[src/rtl/br_pc_pkg.sv]
// Package: shared branch condition codes for the PC control block.
// Assumes the 3-bit condition selector of the integer base instruction set.
package br_pc_pkg;
    typedef enum logic [2:0] {
        BC_EQ  = 3'b000,
        BC_NE  = 3'b001,
        BC_LT  = 3'b100,
        BC_GE  = 3'b101,
        BC_LTU = 3'b110,
        BC_GEU = 3'b111
    } br_cond_e;
endpackage

[src/rtl/br_cond_unit.sv]
// Module: evaluates a conditional branch comparison in the execute stage.
// Assumes the operands are already forwarded; codes that are not used are never taken.
module br_cond_unit #(
    parameter int XLEN = 32
) (
    input  logic            valid,
    input  logic [2:0]      funct3,
    input  logic [XLEN-1:0] op_a,
    input  logic [XLEN-1:0] op_b,
    output logic            taken
);
    import br_pc_pkg::*;

    logic eq_w, lt_s_w, lt_u_w, cond_w;

    // Purpose: basic relations shared by all condition codes.
    always_comb begin
        eq_w   = (op_a == op_b);
        lt_s_w = ($signed(op_a) < $signed(op_b));
        lt_u_w = (op_a < op_b);
    end

    // Purpose: select the relation named by funct3.
    always_comb begin
        case (funct3)
            BC_EQ:   cond_w = eq_w;
            BC_NE:   cond_w = !eq_w;
            BC_LT:   cond_w = lt_s_w;
            BC_GE:   cond_w = !lt_s_w;
            BC_LTU:  cond_w = lt_u_w;
            BC_GEU:  cond_w = !lt_u_w;
            default: cond_w = 1'b0;
        endcase
        taken = valid && cond_w;
    end
endmodule

[src/rtl/br_target_gen.sv]
// Module: forms the branch target from the branch PC and a halfword-scaled immediate.
// Assumes the immediate arrives encoded (without the implicit low zero bit).
module br_target_gen #(
    parameter int XLEN  = 32,
    parameter int IMM_W = 12
) (
    input  logic [XLEN-1:0]  pc,
    input  logic [IMM_W-1:0] imm,
    output logic [XLEN-1:0]  target
);
    localparam int OFF_W = IMM_W + 1;
    localparam int EXT_W = XLEN - OFF_W;

    logic [XLEN-1:0] offset_w;

    // Purpose: sign-extend the doubled immediate and add it to the branch PC.
    always_comb begin
        offset_w = {{EXT_W{imm[IMM_W-1]}}, imm, 1'b0};
        target   = pc + offset_w;
    end
endmodule

[src/rtl/pc_seq_reg.sv]
// Module: fetch program counter register with redirect, hold and step.
// Assumes redirect has priority over stall; reset is synchronous, active low.
module pc_seq_reg #(
    parameter int              XLEN     = 32,
    parameter logic [XLEN-1:0] RESET_PC = '0,
    parameter int              STEP     = 4
) (
    input  logic            clk,
    input  logic            rst_n,
    input  logic            redirect,
    input  logic [XLEN-1:0] redirect_pc,
    input  logic            stall,
    output logic [XLEN-1:0] pc
);
    localparam logic [XLEN-1:0] STEP_V = XLEN'(STEP);

    // Purpose: update the PC by reset, redirect, hold or sequential step.
    always_ff @(posedge clk) begin
        if (!rst_n)        pc <= RESET_PC;
        else if (redirect) pc <= redirect_pc;
        else if (!stall)   pc <= pc + STEP_V;
    end

    assert_seq_step_R2: assert property (@(posedge clk) disable iff (!rst_n)
        (!redirect && !stall) |=> (pc == $past(pc) + STEP_V));

    assert_stall_hold_R9: assert property (@(posedge clk) disable iff (!rst_n)
        (stall && !redirect) |=> $stable(pc));

    assert_redirect_R10: assert property (@(posedge clk) disable iff (!rst_n)
        redirect |=> (pc == $past(redirect_pc)));
endmodule

[src/rtl/br_pc_ctrl.sv]
// Module: top of branch resolution and PC control, with zero-prediction and late EX resolution.
// Assumes one conditional branch at most in execute; a taken branch squashes IF/ID and ID/EX.
module br_pc_ctrl #(
    parameter int              XLEN     = 32,
    parameter int              IMM_W    = 12,
    parameter logic [XLEN-1:0] RESET_PC = '0
) (
    input  logic             clk,
    input  logic             rst_n,
    input  logic             ex_br_valid,
    input  logic [2:0]       ex_funct3,
    input  logic [XLEN-1:0]  ex_op_a,
    input  logic [XLEN-1:0]  ex_op_b,
    input  logic [XLEN-1:0]  ex_pc,
    input  logic [IMM_W-1:0] ex_imm,
    input  logic             stall_in,
    output logic [XLEN-1:0]  fetch_pc,
    output logic             flush_ifid,
    output logic             flush_idex
);
    localparam int EXT_W = XLEN - IMM_W - 1;

    logic            taken_w;
    logic [XLEN-1:0] target_w;

    br_cond_unit #(.XLEN(XLEN)) u_cond (
        .valid  (ex_br_valid),
        .funct3 (ex_funct3),
        .op_a   (ex_op_a),
        .op_b   (ex_op_b),
        .taken  (taken_w)
    );

    br_target_gen #(.XLEN(XLEN), .IMM_W(IMM_W)) u_tgt (
        .pc     (ex_pc),
        .imm    (ex_imm),
        .target (target_w)
    );

    pc_seq_reg #(.XLEN(XLEN), .RESET_PC(RESET_PC), .STEP(4)) u_pc (
        .clk         (clk),
        .rst_n       (rst_n),
        .redirect    (taken_w),
        .redirect_pc (target_w),
        .stall       (stall_in),
        .pc          (fetch_pc)
    );

    // Purpose: a taken branch squashes both younger stages, regardless of stall.
    always_comb begin
        flush_ifid = taken_w;
        flush_idex = taken_w;
    end

    assert_no_valid_R11: assert property (@(posedge clk) disable iff (!rst_n)
        !ex_br_valid |-> !flush_ifid && !flush_idex);

    assert_eq_mismatch_R4: assert property (@(posedge clk) disable iff (!rst_n)
        (ex_br_valid && ex_funct3 == 3'b000 && ex_op_a != ex_op_b) |-> !flush_ifid);

    assert_unused_code_R7: assert property (@(posedge clk) disable iff (!rst_n)
        (ex_br_valid && ex_funct3[2:1] == 2'b01) |-> !flush_ifid);

    assert_target_R3: assert property (@(posedge clk) disable iff (!rst_n)
        flush_ifid |=> (fetch_pc == $past(ex_pc)
                        + {{EXT_W{$past(ex_imm[IMM_W-1])}}, $past(ex_imm), 1'b0}));
endmodule

[config.mk]
export PLATFORM = sky130hd
export DESIGN_NAME = br_pc_ctrl
export DESIGN_NICKNAME = d
export VERILOG_FILES = /design/src/rtl/br_pc_pkg.sv /design/src/rtl/br_cond_unit.sv /design/src/rtl/br_target_gen.sv /design/src/rtl/pc_seq_reg.sv /design/src/rtl/br_pc_ctrl.sv
export SDC_FILE = /design/constraint.sdc
export NUM_CORES = 1
export LEC_CHECK = 0
export ABC_AREA = 1
export CORE_AREA = 2 2 122 124
export DETAILED_ROUTE_END_ITERATION = 16
export DIE_AREA = 0 0 124 126
export GPL_ROUTABILITY_DRIVEN = 0
export SYNTH_ARGS = -nofsm -noshare
export SYNTH_HDL_FRONTEND = slang
export SYNTH_SLANG_ARGS = --single-unit
[constraint.sdc]
create_clock -name clk -period 8.58 [get_ports clk]
set_clock_uncertainty 0.1 [all_clocks]
set_input_delay 1.716 -clock clk [delete_from_list [all_inputs] [get_ports clk]]
set_output_delay 1.716 -clock clk [all_outputs]
set_load 0.1 [all_outputs]
======== Word-level counts from Yosys, hierarchy flattened ========
Cells that the tools add are included.
operators by class
  add/subtract/negate cells ............... 2
  $mul .................................... 0
  divide/modulo/power cells ............... 0
  magnitude comparators ................... 2
  equality and inequality tests ........... 7
  shifts and indexed selects .............. 0
  muxes and demuxes ....................... 3
  bitwise logic cells ..................... 0
  reduce and logical (&&, ||, !) cells .... 5
operators with widths
  cell                                                              number
  32-bit < comparator                                               2
  32-bit 2-to-1 mux                                                 2
  32-bit by 3-bit adder with 32-bit output (second input constant)  1
  32-bit adder                                                      1
  32-bit == test                                                    1
  3-bit == test (second input constant)                             4
  1-bit one-hot mux with 6 select lines                             1
  3-bit by 1-bit == test with 1-bit output (second input constant)  1
  1-bit logical NOT                                                 3
  3-bit logical NOT                                                 1
  2-bit by 1-bit != test with 1-bit output (second input constant)  1
  1-bit logical AND                                                 1
storage, ports and cells
  bits in registers ....................... 32
  latch bits .............................. 0
  memory bits (writable) .................. 0
  bits in read-only memories .............. 0
  bits of input ports ..................... 115
  output and inout bits ................... 34
  logic and storage cells ................. 20
  memories kept ........................... 0

======== Depth between registers and ports, before layout ========
Gate-level depths: netlist of the first run.
  depth after elaboration ................. 5
  gate-level depth with buffers ........... 25
  gate-level depth less buffers ........... 23

======== Cells and area by module ========
From an unflattened synthesis of the first run, not the netlist that was laid out.
second synthesis, totals
  cell total of the unflattened synthesis .. 1006
  area total of the unflattened synthesis .. 5539.1 um2
modules (own cells, without submodules)
  module         times used  cells an instance  area an instance (um2)
  pc_seq_reg     1           372                2265.9
  br_target_gen  1           464                2260.9
  br_cond_unit   1           169                1004.7
  br_pc_ctrl     1           1                  7.5

======== Worst setup path after synthesis of the first run ========
Ideal clock, no wire load.
  path kind ............................... input to output
  start point ............................. input port ex_op_b[31]
  end point ............................... output port flush_ifid
  arrival ................................. 3685 ps
  required time ........................... 6764 ps
  slack ................................... 3079 ps
  stages .................................. 15
  path buffers ............................ 3
  cell sequence ........................... inv_1 > ha_1 > a21oi_1 > o21a_1 > nand2_1 > a21oi_1 > nand2_1 > nand2_1 > nand3_1 > nand3_2 > nand2_2 > buf_6 > inv_2 > buf_6 > buf_4
between the ends
  longest elaborated chain between the ends .. 4
ends and longest elaborated chain
  item                                               RTL line                                                    source
  from (decl)                                        br_pc_ctrl.sv:13                                            input logic [XLEN-1:0] ex_op_b,
  32-bit < comparator, or another cell as far along  br_cond_unit.sv:20                                          lt_u_w = (op_a < op_b);
  1-bit logical NOT, on equally long branches        br_cond_unit.sv:31, br_cond_unit.sv:27, br_cond_unit.sv:29
  1-bit one-hot mux with 6 select lines *            br_cond_unit.sv:25                                          case (funct3)
  1-bit logical AND *                                br_cond_unit.sv:34                                          taken = valid && cond_w;
  to (decl)                                          br_pc_ctrl.sv:18                                            output logic flush_ifid,
Mark *: on every way between the ends. The rest lies on a longest branch, timed or not.

======== Final worst setup path of the first run ========
Same ends and word-level chain as after synthesis.

==> impl_metrics.yaml, run 1 <==
status:
  status: "complete, no violations"
logic_synthesis:
  ys_warn_count: 0
  synthFlopType: "dfxtp_1"
  synth.net_count: 996
  seq_area_frac_synth_pct: 13.08
  yosysMostFrequentCell: "nand2_1"
  yosys-top-cells-area: "ha_1, nand2_1, dfxtp_1, inv_1, a21oi_1"
  yosys-top-cells-count: "nand2_1, inv_1, nor2_1"
  ys_async_sr_fraction_pct: 0
  synth-seq-cells: 32
  syn_inst: 817
  synth_area_per_cell_um2: 5.993
  synthesis.area_um2: 4896
  yosysTopAreaCellShare_pct: 16.10
  synth_edf_count: 0
  yosysTopAreaCell: "ha_1"
  synthDistinctLibCells: 40
pwr:
  switching_share_pct: 48.03
  fin_total_pwr_mw: 0.8851
  max-vdd-ir-drop_mv: 0.07640
  clkPwrFrac_pct: 20.8
  power.density_nw_per_um2: 133.2
  p_seq_share_pct: 22.2
  internal_power_mw: 0.4600
  p_leak_nw: 3.178
  p_sw_mw: 0.4252
  combPwrFrac_pct: 57.0
cells_and_area:
  final_area_um2: 6644
  multiInputGateArea_um2: 3670
  largest-register: "u_pc.pc"
  n_fill_cell: 1562
  drive_above_1_share_pct: 2.723
  nNetsFinal: 1133
  top_regs: "u_pc.pc: 32 flops"
  layout.cells.non_filler: 1139
  n_antenna_cell: 0
  register_area_um2: 640.6
  largest_reg_flops: 32
  area_growth_pct: 35.70
  postLayoutCoreUtil_pct: 46.42
grt:
  grt_pass1_wl_um: 23940
  overflow: 0
  grt_max_degree: 47
  grt_pass1_vias: 5011
  track_usage_pct: 18.83
  antenna_found_initial: 0
routing:
  via_per_inst: 4.736
  first_iter_violations: 284
  routed_wl_um: 14450
  dr.pass1.iters: 5
  vias: 5394
  drc: 0
  ant_nets: 0
  post_drt_wl_per_cell_um: 12.68
worst_setup_path:
  end_kind: "primary output"
  crit_path_max_fanout: 20
  worst-endpoint-required_ns: 6.76
  cp-start-kind: "input port"
  arrival_ns: 4.37
  crit_type: "input port to primary output"
placement:
  placed_cell_area_um2: 6494
  dp_cells: 1131
  port_buffers: 148
  dp_slack_ns: 2.376
  dpl.hpwl_um: 12210
sta:
  finalHoldViolCount: 0
  tightest_slew_ns: 1.019
  slew_headroom_pct: 31.88
  tns_ns: 0
  rsz0062_at_grt: "false"
  finalSetupViolCount: 0
  fmax_mhz: 161.7
  finalWorstSetupSlack_ns: 2.396
  fin_hold_ws_ns: 0.3903
  report.final.slew_viol_count: 0
  period_share_pct: 72.08
  period_minus_slack_ns: 6.184
floorplan:
  die_h_um: 126
  die_area_um2: 15620
  ios: 149
  core_um2: 14310
  die_w_um: 124
  initial_core_util_pct: 34.20
  rows: 44
clock_network:
  clock_sinks: 32
  path_clk_slew_ns: 0.05
  cts_buffers: 5
  cts.repair.resized: 0
  cts_hold_buf: 0
  cts_setup_buffers: 0
  cts-htree-levels: 2
  root_buffer: "clkbuf_16"
  clk_path_buf_depth: 2
  cts_tree: "built"
  clkLatencyLatePin_ns: 0.28
flow_run:
  cap_violations: 0
worst_hold_path:
  worst_hold_path_type: "register to register"
-- power groups by stage --
stage,Sequential (mW),Clock (mW),Combinational (mW)
finish,0.196,0.184,0.505
CTS,0.196,0.188,0.508
global route,0.200,0.194,0.555
detailed placement,0.199,0,0.506
floorplan,0.325,0,0.233
global placement,0.200,0,0.505
-- path summary, 6_finish.rpt --
path	cells after the start	end	slack (ns)	start
hold reg to reg	2	u_pc.pc[0]	0.39	u_pc.pc[0]
setup reg to reg	15	u_pc.pc[26]	6.08	u_pc.pc[3]
setup / recovery	14	flush_ifid	2.40	ex_op_b[31]
hold / removal	2	u_pc.pc[0]	0.39	u_pc.pc[0]
-- cells in the final DEF, fill, tap and decap left out, drive strengths merged --
master / instances
xor2: 30
nand3: 57
xnor2: 19
o221ai: 1
clkdlybuf4s50: 146
o21a: 6
buf: 3
nor4: 2
and3: 1
ha: 63
o31ai: 1
clkinvlp: 1
a21oi: 68
nor2: 96
o21ai: 51
nand3b: 4
o211ai: 1
a31oi: 4
nand4: 15
nor3: 11
dfxtp: 32
clkinv: 1
a21boi: 2
a21o: 8
or2: 1
fa: 1
o21bai: 6
nand2: 192
inv: 124
clkbuf: 7
a211oi: 1
-- kinds of logic after synthesis --
kind of cell | Yosys count | share of synthesized area [%]
simple gates | 379 | 32.92
compound gates | 149 | 16.76
buf+inv | 144 | 11.96
fa+ha+maj | 64 | 16.51
xor+xnor | 49 | 8.766
flops | 32 | 13.08
-- layer usage --
metal | vias to the layer above | global-route usage, % | routed length, µm
met3 | 13 | 1.902 | 661
met2 | 137 | 31.84 | 6739
met1 | 2306 | 25.94 | 6864
li1 | 2938 | - | -
met5 | - | 0 | 0
met4 | 0 | 3.701 | 180
-- area by class of cell --
class	instances	share of cell area, %
inverter	125	7.062
sequential	32	9.642
clock buffer	7	2.147
timing repair buffer	149	22.34
multi-input combinational	641	55.24
clock inverter	1	0.1130
tap	184	3.465
-- worst max-delay path, cell delays in order --
cell             delay [ns]
clkdlybuf4s50_1        0.45
inv_1                  0.04
ha_1                   0.31
a21oi_1                0.18
o21a_1                 0.13
nand2_1                0.05
a21oi_1                0.21
nand3_1                0.14
nand2_1                0.08
nand2_1                0.06
nand3_2                0.27
nand2_2                0.10
inv_2                  0.26
buf_4                  0.36
Note: power is estimated with default switching activity, not from simulation.
==> run 2, diff against run 1 <==
==> constraint.sdc (replaced) <==
create_clock -name clk -period 6.2 [get_ports clk]
set_clock_uncertainty 0.1 [all_clocks]
set_input_delay 1.24 -clock clk [delete_from_list [all_inputs] [get_ports clk]]
set_output_delay 1.24 -clock clk [all_outputs]
set_load 0.1 [all_outputs]
==> run 2 against run 1 <==
Effect of this change:
- setup slack got worse by 1.3 ns
- final area rose by 0.98%
- sequential power grew 39%
- worst hold slack better by 0.0018 ns
- via count is 0.48% higher
- utilization up 0.45 points
- critical path depth is 1 higher
- clock power up 66%
- first-iteration DRC count down 23%
- flip-flop and latch count stayed put
- power up 45%
- count of clock-buffer cells in the layout is the same
- largest cell class unchanged
- largest power group unchanged
- highest routed layer unchanged
==> impl_metrics.yaml, run 2 (synthesis gave the netlist of run 1 again) <==
routing:
  wirelength_met1_um: 6729
  drc: 0
  dr.pass1.iters: 4
  met3WireLength_um: 803
  first_iter_violations: 219
  via_per_inst: 4.754
  wl_met2_um: 6703
  post_drt_wl_per_cell_um: 12.73
  ant_nets: 0
  vias: 5420
  top_layer: "met4"
  routed_wl_um: 14510
clock_network:
  cts-htree-levels: 2
  path_clk_slew_ns: 0.05
  cts.repair.resized: 0
  cts_hold_buf: 0
  cts_tree: "built"
  clk_path_buf_depth: 2
  cts_setup_buffers: 0
  root_buffer: "clkbuf_16"
  clock_sinks: 32
  cts_buffers: 5
  clkLatencyLatePin_ns: 0.28
flow_run:
  cap_violations: 0
worst_hold_path:
  worst_hold_path_type: "register to register"
floorplan:
  rows: 44
  ios: 149
  die_w_um: 124
  initial_core_util_pct: 34.20
  core_um2: 14310
  die_h_um: 126
  die_area_um2: 15620
worst_setup_path:
  cp-start-kind: "input port"
  crit_family: "buffers and inverters"
  crit_type: "input port to primary output"
  path_buf_inv: 5
  crit_path_frequent_cell: "nand2_1"
  end_kind: "primary output"
  crit_chain: "clkdlybuf4s50_1, inv_1, ha_1, a21oi_1, o21a_1, nand2_1, a21oi_1, nand2_1, nand2_1, nand3_1, nand3_2, buf_4, nand2_2, inv_2, buf_12"
  max_stage_delay_ns: 0.45
  worst-endpoint-required_ns: 4.86
  cp_slowest_cell: "clkdlybuf4s50_1"
  crit_path_max_fanout: 20
  arrival_ns: 3.76
cells_and_area:
  drive_above_1_share_pct: 2.929
  n_fill_cell: 1536
  nNetsFinal: 1134
  top_regs: "u_pc.pc: 32 flops"
  area_growth_pct: 37.03
  largest-register: "u_pc.pc"
  final_cell_mix: "nand2_1, clkdlybuf4s50_1, inv_1, nor2_1, a21oi_1"
  largest_reg_flops: 32
  layout_commonest_cell: "nand2_1"
  n_antenna_cell: 0
grt:
  overflow: 0
  antenna_found_initial: 0
  grt_pass1_wl_um: 23480
  track_usage_pct: 18.41
  grt_pass1_vias: 4900
  grt_max_degree: 47
sta:
  slew_headroom_pct: 31.42
  rsz0062_at_grt: "false"
  finalWorstSetupSlack_ns: 1.101
  period_minus_slack_ns: 5.099
  fmax_mhz: 196.1
  finalSetupViolCount: 0
  finalHoldViolCount: 0
  tns_ns: 0
  period_share_pct: 82.24
  report.final.slew_viol_count: 0
  tightest_slew_ns: 1.025
placement:
  dp_slack_ns: 1.085
  dpl.hpwl_um: 12270
  port_buffers: 148
pwr:
  p_leak_nw: 3.210
  max-vdd-ir-drop_mv: 0.09614
  fin_total_pwr_mw: 1.285
  power.density_nw_per_um2: 191.5
status:
  status: "complete, no violations"
-- run 2: cell type report --
type	instances	area (µm²)	share of cell area, %
multi-input combinational	641	3670	54.70
clock inverter	1	30.03	0.4476
inverter	125	469.2	6.994
tap	184	230.2	3.432
clock buffer	7	152.6	2.275
timing repair buffer	150	1516	22.60
sequential	32	640.6	9.549
-- run 2: through the flow --
step	hold slack (ns)	cells	util, %	instance area, µm²
after floorplan	0.8217	817	-	4896
after global placement	0.3816	1132	45.59	6526
after detailed placement	0.3879	1132	45.59	6526
after CTS	0.3966	1140	46.87	6709
after global routing	0.4191	1140	46.87	6709
final	0.3921	1140	46.87	6709
-- run 2: path summary, 6_finish.rpt --
path                from           to  slack (ns)  depth (start not counted)
min           u_pc.pc[0]   u_pc.pc[0]        0.39                          2
min reg2reg   u_pc.pc[0]   u_pc.pc[0]        0.39                          2
max reg2reg   u_pc.pc[3]  u_pc.pc[26]        3.66                         15
max          ex_op_b[31]   flush_ifid        1.10                         15
-- run 2: power by group --
part	internal (mW)	switching, mW	leakage (nW)
Sequential	0.232	0.0408	0.264
Combinational	0.250	0.457	2.86
Clock	0.212	0.0939	0.0901
Total	0.693	0.591	3.21
-- run 2: worst min-delay path, stage by stage (launching register included) --
cell     delay (ns)
dfxtp_1        0.31
nor2_1         0.09
nor2_1         0.05
-- run 2: layer usage --
| layer | global-route usage (%) | vias to the layer above |
|---|---|---|
| li1 | - | 2942 |
| met2 | 30.87 | 136 |
| met3 | 1.902 | 21 |
| met5 | 0 | - |
| met1 | 25.17 | 2321 |
| met4 | 4.494 | 0 |
